**src/rtl/cli_pkg.sv**
```systemverilog
package cli_pkg;
  localparam int unsigned LN_W   = 6;
  localparam int unsigned REG_W  = 8;
  localparam logic        A_LINE = 1'b0;
  localparam logic        A_MODE = 1'b1;

  typedef logic [LN_W-1:0] ln_t;

  typedef struct packed {
    logic hsrc_vid;
    logic rise_sel;
    ln_t  ln;
  } line_cfg_t;

  typedef struct packed {
    logic en;
    logic src_ext;
  } mode_cfg_t;
endpackage

```
**src/rtl/cli_edge_src.sv**
```systemverilog
module cli_edge_src #(
  parameter int unsigned N_CH = 3
) (
  input  logic            clk,
  input  logic            rst_n,
  input  logic [N_CH-1:0] lvl,
  output logic [N_CH-1:0] rise
);
  for (genvar g = 0; g < N_CH; g++) begin : g_ch
    logic prev_q;
    always_ff @(posedge clk or negedge rst_n) begin
      if (!rst_n) prev_q <= 1'b0;
      else        prev_q <= lvl[g];
    end
    assign rise[g] = lvl[g] & ~prev_q;
  end
endmodule

```
**src/rtl/cli_hl_counter.sv**
```systemverilog
module cli_hl_counter
  import cli_pkg::*;
#(
  parameter int unsigned CW = LN_W
) (
  input  logic          clk,
  input  logic          rst_n,
  input  logic          en,
  input  logic          tick,
  input  logic          vs_rise,
  output logic [CW-1:0] count,
  output logic          started,
  output logic          step
);
  localparam logic [CW-1:0] CMAX = {CW{1'b1}};

  always_ff @(posedge clk or negedge rst_n) begin
    if (!rst_n) begin
      count   <= '0;
      started <= 1'b0;
      step    <= 1'b0;
    end else if (!en) begin
      count   <= '0;
      started <= 1'b0;
      step    <= 1'b0;
    end else begin
      step <= tick | vs_rise;
      if (vs_rise) begin
        count   <= '0;
        started <= 1'b1;
      end else if (tick && started && count != CMAX) begin
        count <= count + 1'b1;
      end
    end
  end
endmodule

```
**src/rtl/cli_line_window.sv**
```systemverilog
module cli_line_window
  import cli_pkg::*;
#(
  parameter int unsigned CW = LN_W
) (
  input  logic          clk,
  input  logic          rst_n,
  input  logic          en,
  input  logic          step,
  input  logic          started,
  input  logic [CW-1:0] count,
  input  logic [CW-1:0] ln,
  input  logic          rise_sel,
  output logic          win,
  output logic          req
);
  logic hit;
  assign hit = started && (count == ln);

  always_ff @(posedge clk or negedge rst_n) begin
    if (!rst_n) begin
      win <= 1'b0;
      req <= 1'b0;
    end else if (!en) begin
      win <= 1'b0;
      req <= 1'b0;
    end else begin
      req <= 1'b0;
      if (step) begin
        win <= hit;
        if (rise_sel && hit && !win)  req <= 1'b1;
        if (!rise_sel && !hit && win) req <= 1'b1;
      end
    end
  end
endmodule

```
**src/rtl/cli_regs.sv**
```systemverilog
module cli_regs
  import cli_pkg::*;
(
  input  logic             clk,
  input  logic             rst_n,
  input  logic             wr_en,
  input  logic             wr_addr,
  input  logic [REG_W-1:0] wr_data,
  input  logic             req,
  input  logic             ext_irq,
  output line_cfg_t        line_cfg,
  output mode_cfg_t        mode_cfg,
  output logic             pend,
  output logic [REG_W-1:0] line_cfg_rd,
  output logic [REG_W-1:0] mode_rd,
  output logic             cpu_irq
);
  logic wr_line, wr_mode;
  logic unused_wr_bits;

  assign wr_line        = wr_en && (wr_addr == A_LINE);
  assign wr_mode        = wr_en && (wr_addr == A_MODE);
  assign unused_wr_bits = ^{wr_data[6], wr_data[4:0]};

  always_ff @(posedge clk or negedge rst_n) begin
    if (!rst_n) begin
      line_cfg <= '0;
      mode_cfg <= '0;
      pend     <= 1'b0;
    end else begin
      if (wr_line) line_cfg <= line_cfg_t'(wr_data);
      if (wr_mode) begin
        mode_cfg.en      <= wr_data[7];
        mode_cfg.src_ext <= wr_data[5];
      end
      if (req && mode_cfg.en) pend <= 1'b1;
      else if (wr_mode)       pend <= 1'b0;
    end
  end

  assign line_cfg_rd = line_cfg;
  assign mode_rd     = {mode_cfg.en, pend, mode_cfg.src_ext, 5'b0};
  assign cpu_irq     = mode_cfg.src_ext ? ext_irq : pend;
endmodule

```
**src/rtl/caption_line_irq.sv**
```systemverilog
module caption_line_irq
  import cli_pkg::*;
(
  input  logic             clk,
  input  logic             rst_n,
  input  logic             wr_en,
  input  logic             wr_addr,
  input  logic [REG_W-1:0] wr_data,
  input  logic             hsync_vid,
  input  logic             hdefl_pulse,
  input  logic             mid_strobe,
  input  logic             vsync,
  input  logic             ext_irq,
  output logic [REG_W-1:0] line_cfg_rd,
  output logic [REG_W-1:0] mode_rd,
  output logic             line_win,
  output logic             cpu_irq
);
  localparam int unsigned N_CH = 3;

  line_cfg_t       line_cfg;
  mode_cfg_t       mode_cfg;
  logic            en_q, pend_q, req_q, step_q, started_q;
  logic [LN_W-1:0] count_q;
  logic [N_CH-1:0] lvl, rise;
  logic            hsrc, tick, vs_rise;

  assign hsrc    = line_cfg.hsrc_vid ? hsync_vid : hdefl_pulse;
  assign lvl     = {vsync, mid_strobe, hsrc};
  assign tick    = rise[0] | rise[1];
  assign vs_rise = rise[2];
  assign en_q    = mode_cfg.en;

  cli_edge_src #(.N_CH(N_CH)) u_edge (
    .clk(clk), .rst_n(rst_n), .lvl(lvl), .rise(rise)
  );

  cli_hl_counter #(.CW(LN_W)) u_cnt (
    .clk(clk), .rst_n(rst_n), .en(en_q), .tick(tick), .vs_rise(vs_rise),
    .count(count_q), .started(started_q), .step(step_q)
  );

  cli_line_window #(.CW(LN_W)) u_win (
    .clk(clk), .rst_n(rst_n), .en(en_q), .step(step_q), .started(started_q),
    .count(count_q), .ln(line_cfg.ln), .rise_sel(line_cfg.rise_sel),
    .win(line_win), .req(req_q)
  );

  cli_regs u_regs (
    .clk(clk), .rst_n(rst_n), .wr_en(wr_en), .wr_addr(wr_addr),
    .wr_data(wr_data), .req(req_q), .ext_irq(ext_irq),
    .line_cfg(line_cfg), .mode_cfg(mode_cfg), .pend(pend_q),
    .line_cfg_rd(line_cfg_rd), .mode_rd(mode_rd), .cpu_irq(cpu_irq)
  );
endmodule

```
**config.mk**
```make
export PLATFORM = sky130hd
export DESIGN_NAME = caption_line_irq
export DESIGN_NICKNAME = d
export VERILOG_FILES = /design/src/rtl/cli_pkg.sv /design/src/rtl/cli_edge_src.sv /design/src/rtl/cli_hl_counter.sv /design/src/rtl/cli_line_window.sv /design/src/rtl/cli_regs.sv /design/src/rtl/caption_line_irq.sv
export SDC_FILE = /design/constraint.sdc
export NUM_CORES = 1
export LEC_CHECK = 0
export CORE_MARGIN = 5
export CORE_UTILIZATION = 30
export CTS_BUF_LIST = sky130_fd_sc_hd__clkbuf_4
export CTS_CLUSTER_SIZE = 8
export DETAILED_ROUTE_END_ITERATION = 7
export GPL_ROUTABILITY_DRIVEN = 0
export PLACE_DENSITY = 0.62
export SYNTH_ARGS = -nofsm -noshare
export SYNTH_HDL_FRONTEND = slang
export SYNTH_SLANG_ARGS = --single-unit
```
**constraint.sdc**
```tcl
create_clock -name clk -period 2.7 [get_ports clk]
set_clock_uncertainty 0.2 [all_clocks]
set_input_delay 0.405 -clock clk [delete_from_list [all_inputs] [get_ports clk]]
set_output_delay 0.405 -clock clk [all_outputs]
set_load 0.1 [all_outputs]
```
After elaboration in Yosys (flattened, before gate mapping)
Index checks and enable logic that the tools add are counted.
W data, S select, Z words.
- input bits: 17
- output and inout bits: 18
- bits in registers: 24
- word-level logic and storage cells: 59
- muxes and demuxes: 16
- reduce and logical (&&, ||, !) cells: 14
- eq/ne operators: 5
- bitwise operators: 9
- $add $sub $neg: 1
- operator list (operator ; count):
    $mux W6 ; 3
    $mux W1 ; 13
    $logic_and A1 B1 Y1 ; 10
    $add A6 B1 Y6 const B ; 1
    $eq A6 B6 Y1 ; 1
    $ne A6 B6 Y1 const B ; 1
    $ne A2 B2 Y1 const B ; 2
    $not A1 Y1 ; 4
    $and A1 B1 Y1 ; 3
    $logic_not A1 Y1 ; 3
    $ne A3 B3 Y1 const B ; 1
    $or A1 B1 Y1 ; 2
    $reduce_bool A2 Y1 ; 1

Depth between registers and ports, before layout
Gate-level depths: netlist of the first run.
- depth in word-level cells: 8
- gate-level depth with buffers: 5
- gate-level depth less buffers: 5

Modules after synthesis
A second synthesis of the first run with hierarchy kept.
- cells, all modules: 103
- area total of the unflattened synthesis: 1302.5 µm²
- by module, submodules not included (module ; cells an instance ; seq. area each (µm²) ; times used ; area each (µm²)):
    cli_regs ; 43 ; 275.3 ; 1 ; 590.6
    cli_hl_counter ; 37 ; 200.2 ; 1 ; 407.9
    cli_line_window ; 15 ; 50.0 ; 1 ; 166.4
    cli_edge_src ; 6 ; 75.1 ; 1 ; 116.4
    caption_line_irq ; 2 ; 0.0 ; 1 ; 21.3

Worst setup path before layout of the first run
No wires, ideal clock.
- path kind: register to register
- from: register u_regs.line_cfg[7] (netlist name)
- to: register u_cnt.count[4]
- setup slack: 460 ps
- stages on the path, launching flop included: 6
- required time: 2381 ps
- library setup time: 119 ps
- clock period less this slack: 2240 ps
- arrival time: 1921 ps
- path buffers: 1
- cell sequence: dfrtp_1 > mux2i_1 > a2bb2oi_1 > buf_2 > nor4_1 > o21ba_2
- cells in the longest elaborated chain, start to end: 6
- RTL lines (element ; line ; text):
    $mux W1 ; caption_line_irq.sv:28 ; assign hsrc = line_cfg.hsrc_vid ? hsync_vid : hdefl_pulse;
    $and A1 B1 Y1 ; cli_edge_src.sv:15 ; assign rise[g] = lvl[g] & ~prev_q;
    $or A1 B1 Y1 ; caption_line_irq.sv:30 ; assign tick = rise[0] | rise[1];
    $logic_and A1 B1 Y1 (2 in series) ; cli_hl_counter.sv:31 ; end else if (tick && started && count != CMAX) begin
    $ne A3 B3 Y1 (no source line) ; n/a ;
    to (signal assigned) ; cli_hl_counter.sv:32 ; count <= count + 1'b1;
    to (decl) ; cli_hl_counter.sv:11 ; output logic [CW-1:0] count,
No other way between the ends.
A chain may end at the register's enable or synchronous reset.

Final worst setup path of the first run
- from: register u_cnt.count[0]
- to: register u_cnt.count[5]
- cells in the longest elaborated chain, start to end: 4
- elaborated cells between the ends (all ways): 7
- classes of those cells: add/sub (1); eq/ne (2); mux (3); reduce/logical (1)
- RTL lines (element ; line ; text):
    $add A6 B1 Y6 ; cli_hl_counter.sv:32 ;
    $mux W6 ; cli_hl_counter.sv:31 ;
    $mux W6 ; cli_hl_counter.sv:28 ; if (vs_rise) begin
    $mux W6 ; cli_hl_counter.sv:22 ; end else if (!en) begin
Parallel ways exist; a longest one is shown, timed or not. The select of a mux whose other input is x is not followed.

==> results of run 1 <==
routing by layer:
layer  vias up  routed length, um  GRT usage [%]
met2        30               1180           16.2
met4         0                 17           2.66
met3         3                189           2.08
li1        407                  -              -
met1       424               1020           12.7
met5         -                  0              0
power groups by stage:
stage	registers, mW	logic (mW)	clock network, mW
finish	0.422	0.360	0.151
global route	0.429	0.375	0.177
CTS	0.423	0.364	0.161
detailed placement	0.429	0.363	0
global placement	0.427	0.359	0
floorplan	0.550	0.154	0
layout by cell type (no fill, tap or decap), types with 3 or more instances in the layout:
| cell type | n |
|---|---|
| a21oi_1 | 5 |
| buf_4 | 15 |
| clkbuf_4 | 3 |
| clkdlybuf4s50_1 | 16 |
| conb_1 | 5 |
| dfrtp_1 | 24 |
| inv_1 | 3 |
| mux2_2 | 11 |
| nand2_1 | 5 |
| o21ai_0 | 5 |
| or3_1 | 3 |
| xor2_1 | 6 |
flip-flops by register name (all words and copies together), names as in the netlist:
name / count
u_cnt.step: 1
u_edge.g_ch.prev_q: 3
u_win.win: 1
u_win.req: 1
u_cnt.started: 1
u_regs.mode_cfg: 2
u_cnt.count: 6
u_regs.line_cfg: 8
u_regs.pend: 1
stage by stage:
step	instance area [sq um]	power (mW)
after floorplan	1180	0.704
after global placement	1470	0.787
after detailed placement	1470	0.793
after CTS	1490	0.947
after global routing	1490	0.980
final	1490	0.933
worst paths after layout:
kind / startpoint / end / depth (start not counted) / slack, ns
setup / recovery: u_cnt.count[0] / u_cnt.count[5] / 5 / 0.79
hold / removal: rst_n / u_cnt.count[3] / 2 / 0.24
setup reg to reg: u_cnt.count[0] / u_cnt.count[5] / 5 / 0.79
hold reg to reg: u_win.req / u_regs.pend / 1 / 0.30
max in group asynchronous: rst_n / u_win.win / 2 / 1.82
min in group clk: u_win.req / u_regs.pend / 1 / 0.30
cell type report:
| cell class | instances | share of cell area (%) |
|---|---|---|
| inverters | 3 | 0.757 |
| repair buffers | 32 | 19.7 |
| flip-flops and latches | 24 | 40.4 |
| multi-input cells | 67 | 33.6 |
| well taps | 48 | 4.04 |
| clock buffers | 3 | 1.51 |
cells by family (layout without fill, tap and decap cells):
family                   count (synthesis)  count (layout)  share of synthesized area [%]
other                                    1               5                          0.321
AO/OA/AOI/OAI                           20              20                           11.2
XOR/XNOR                                 6               6                           4.49
AND/OR/NAND/NOR                         22              22                           12.1
flip-flops                              24              24                           51.3
adder cells (fa/ha/maj)                  1               1                           1.07
multiplexers                            13              13                           12.3
buffers and inverters                   14              38                           7.17
==> impl_metrics.json, run 1 <==
{
  "holdBufCountCts": 0,
  "setup_viol": 0,
  "start_kind": "flop",
  "p_int_mw": 0.537,
  "dp_slack_ns": 0.518,
  "final_nets": 149,
  "drv_cap": 0,
  "swShare_pct": 42.4,
  "cp-end-kind": "flop",
  "wl_mm": 2.40,
  "synth_area_sq_um": 1170,
  "portBuffers": 29,
  "ys_seq_area_share_pct": 51.3,
  "postRouteAntennaNets": 0,
  "fin_cells": 177,
  "post_drt_wl_per_cell_um": 13.6,
  "area_growth_pct": 27.2,
  "fillers": 373,
  "synth_cell_types": 35,
  "grt_remaining_overflow": 0,
  "yosys.area.top_type": "dfrtp_1",
  "power_density_nw_per_um2": 627,
  "drtIter0Drc": 39,
  "yosys_warnings": 0,
  "cp_cell_sequence": "ha_1 > nand2_1 > o21ai_1 > or4_1 > a21oi_1",
  "die_width_um": 72.4,
  "combPwrFrac_pct": 38.6,
  "initial_utilization_pct": 31.5,
  "dp_hpwl_mm": 1.87,
  "seq_area_sq_um": 601,
  "chipHeight_um": 72.4,
  "seqPwrFrac_pct": 45.2,
  "row_count": 22,
  "tritoncts": "done",
  "netlist_instances": 101,
  "cts_root_buffer": "clkbuf_4",
  "ys_top_cells_by_count": "24 x dfrtp_1, 11 x mux2_2, 8 x buf_4",
  "ys_ff_latch": 24,
  "cts_resized": 0,
  "grt_pass1_vias": 863,
  "totalNegativeSetupSlack_ns": 0,
  "fmax_mhz": 523,
  "worstSetupPathType": "reg -> reg",
  "cts_made_buffers": 3,
  "clock_latency_ns": 0.30,
  "fin_crit_ns": 1.91,
  "whs_ns": 0.239,
  "utilization_pct": 40.0,
  "clkPwrFrac_pct": 16.2,
  "postCtsSetupRepairBufs": 0,
  "rsz0062_at_grt": "no",
  "async_flop_share_pct": 100,
  "crit_arrival_ns": 1.95,
  "ios": 35,
  "clkTransAtPathRegs_ns": 0.12,
  "dr.pass1.iters": 4,
  "postSynthAreaPerCell_sq_um": 11.6,
  "drive_above_1_share_pct": 25.6,
  "track_usage_pct": 9.69,
  "timing.critical_path.buf_inv": 0,
  "drc": 0,
  "die_area_sq_um": 5250,
  "p_sw_mw": 0.396,
  "grt_pass1_wl_mm": 4.07,
  "cp_top_family": "simple AND/OR/NAND/NOR gates",
  "clockBufferDepth": 2,
  "status": "finished clean",
  "clock-sinks": 24,
  "max_stage_delay_ns": 0.51,
  "min_period_over_period_pct": 70.9,
  "yosys_most_used_dff": "dfrtp_1",
  "slowest_stage": "or4_1",
  "multi_input_area_sq_um": 500,
  "antenna_found_initial": 0,
  "hold_class": "in -> async",
  "synth_edf_count": 0,
  "fin_ws_ns": 0.787,
  "synth_top_area_share_pct": 51.3,
  "grt_start_max_net_pins": 25,
  "finalMaxSlewViolations": 0,
  "cp.required_ns": 2.74,
  "hold_viol": 0,
  "cellLeakagePower_nw": 0.665,
  "coreArea_sq_um": 3720,
  "vias_per_cell": 4.88,
  "htree_num_levels": 1,
  "num_vias": 864,
  "crit_path_max_fanout": 8,
  "synth_area_leaders": "dfrtp_1 51%, mux2_2 11%, buf_4 5.1%",
  "post-synth-top-count-cell": "dfrtp_1",
  "vdd_drop_max_mv": 0.298,
  "n_antenna_cell": 0,
  "dp.cells": 174
}
Note: power is estimated with default switching activity, not from simulation.
==> run 2, diff against run 1 <==
--- a/config.mk
+++ b/config.mk
@@ -11,7 +11,7 @@
 export CTS_CLUSTER_SIZE = 8
 export DETAILED_ROUTE_END_ITERATION = 7
 export GPL_ROUTABILITY_DRIVEN = 0
-export PLACE_DENSITY = 0.62
+export PLACE_DENSITY = 0.64
 export SYNTH_ARGS = -nofsm -noshare
 export SYNTH_HDL_FRONTEND = slang
 export SYNTH_SLANG_ARGS = --single-unit
==> constraint.sdc (replaced) <==
create_clock -name clk -period 1.6 [get_ports clk]
set_clock_uncertainty 0.2 [all_clocks]
set_input_delay 0.24 -clock clk [delete_from_list [all_inputs] [get_ports clk]]
set_output_delay 0.24 -clock clk [all_outputs]
set_load 0.1 [all_outputs]
==> run 2 against run 1 <==
  * The run now ends with setup timing left
  * Final area is 30% higher
  * Via count increased by 9.4%
  * Register-to-register slack worse by 0.95 ns
  * Utilization increased by 12 points
  * Critical endpoint is now cpu_irq
==> impl_metrics.json, run 2 (synthesis results as in run 1) <==
{
  "cts_root_buffer": "clkbuf_4",
  "clockBufferDepth": 2,
  "wl_mm": 3.07,
  "layout_commonest_cell": "clkdlybuf4s50_1",
  "top_regs": "u_regs.line_cfg: 8 flops, u_cnt.count: 6 flops, u_edge.g_ch.prev_q: 3 flops",
  "fillers": 314,
  "dr.pass1.iters": 3,
  "coreArea_sq_um": 3720,
  "clock-sinks": 24,
  "mostFrequentLayoutCells": "16 x clkdlybuf4s50_1, 14 x dfrtp_1, 13 x buf_12, 13 x buf_4, 10 x mux2_2",
  "power_mw": 2.02,
  "crit_arrival_ns": 1.32,
  "setup_viol": 7,
  "cts_made_buffers": 3,
  "area_growth_pct": 65.6,
  "violations": "setup timing",
  "grt_start_max_net_pins": 25,
  "fmax_mhz": 569,
  "whs_ns": 0.0451,
  "die_area_sq_um": 5250,
  "drv_cap": 0,
  "worstSetupPathType": "reg -> out",
  "dp_hpwl_mm": 2.16,
  "fin_ws_ns": -0.159,
  "final_nets": 165,
  "seq_area_sq_um": 621,
  "drc": 0,
  "vdd_drop_max_mv": 0.606,
  "power_density_nw_per_um2": 1040,
  "clkTransAtPathRegs_ns": 0.14,
  "rsz0062_at_grt": "yes",
  "num_vias": 945,
  "grt_pass1_vias": 1002,
  "crit_path_max_fanout": 2,
  "drive_above_1_share_pct": 52.1,
  "chipHeight_um": 72.4,
  "tritoncts": "done",
  "post_drt_wl_per_cell_um": 15.8,
  "row_count": 22,
  "multi_input_area_sq_um": 618,
  "rrSetupSlack_ns": -0.16,
  "portBuffers": 29,
  "rr_startpoint": "u_cnt.count[2]",
  "n_antenna_cell": 0,
  "grt_remaining_overflow": 0,
  "cp-end-kind": "output pin",
  "largest_reg_flops": 8,
  "hold_class": "in -> async",
  "initial_utilization_pct": 31.5,
  "start_kind": "flop",
  "finalMaxSlewViolations": 0,
  "cp.required_ns": 1.16,
  "die_width_um": 72.4,
  "ios": 35,
  "clock_latency_ns": 0.33,
  "dp_slack_ns": -0.342,
  "cellLeakagePower_nw": 0.821,
  "grt_pass1_wl_mm": 4.89,
  "vias_per_cell": 4.87,
  "utilization_pct": 52.1,
  "hold_viol": 0,
  "min_period_over_period_pct": 110,
  "status": "finished with violations",
  "fin_crit_ns": 1.76,
  "reg2reg_depth": 4,
  "postRouteAntennaNets": 0,
  "top_register": "u_regs.line_cfg",
  "crit_start": "u_regs.mode_cfg[0]",
  "htree_num_levels": 1,
  "drtIter0Drc": 46,
  "track_usage_pct": 12.2,
  "antenna_found_initial": 0
}
run 2: area by class of cell:
type                            count  area share [%]
Clock inverter                      1            1.55
Multi-Input combinational cell     68            31.9
Timing Repair Buffer               47            29.7
Clock buffer                        3            1.16
Inverter                            3           0.581
Tap cell                           48            3.10
Sequential cell                    24            32.0
run 2: layer usage:
metal	up-vias	wire length (um)	track usage, %
met2	30	1590	20.9
li1	444	-	-
met1	463	1200	13.9
met5	-	0	0
met3	8	214	4.43
met4	0	71	4.30
run 2: critical path: stages, from the launching register on:
cell	delay, ns
dfrtp_4	0.50
mux2_4	0.31
buf_12	0.17
run 2: metrics by stage:
stage	instances	setup TNS (ns)	instance area, sq um
after floorplan	105	-1.40	1210
after global placement	186	-2.23	1730
after detailed placement	186	-2.71	1730
after CTS	193	-0.903	1880
after global routing	194	-1.39	1940
final	194	-0.787	1940
run 2: final timing paths:
path                                          to
setup / recovery                         cpu_irq
hold / removal                u_regs.line_cfg[6]
setup reg to reg                  u_cnt.count[5]
hold reg to reg                      u_regs.pend
max in group asynchronous     u_regs.line_cfg[4]
min in group clk           u_edge.g_ch[2].prev_q
run 2: what timing repair did:
| item | in CTS | in global routing |
|---|---|---|
| buffers inserted | 2 | 2 |
| hold buffers | 0 | 0 |
| gates resized for setup | 15 | 13 |
| hold endpoints to repair | 0 | 0 |
| pin swaps | 11 | 7 |
| endpoints found under the setup margin | 9 | 13 |
| cloned | 1 | 0 |
run 2: power breakdown:
group	leakage (nW)	switching (mW)	internal (mW)
Clock	0.0279	0.202	0.254
Combinational	0.499	0.498	0.330
Sequential	0.293	0.0694	0.670
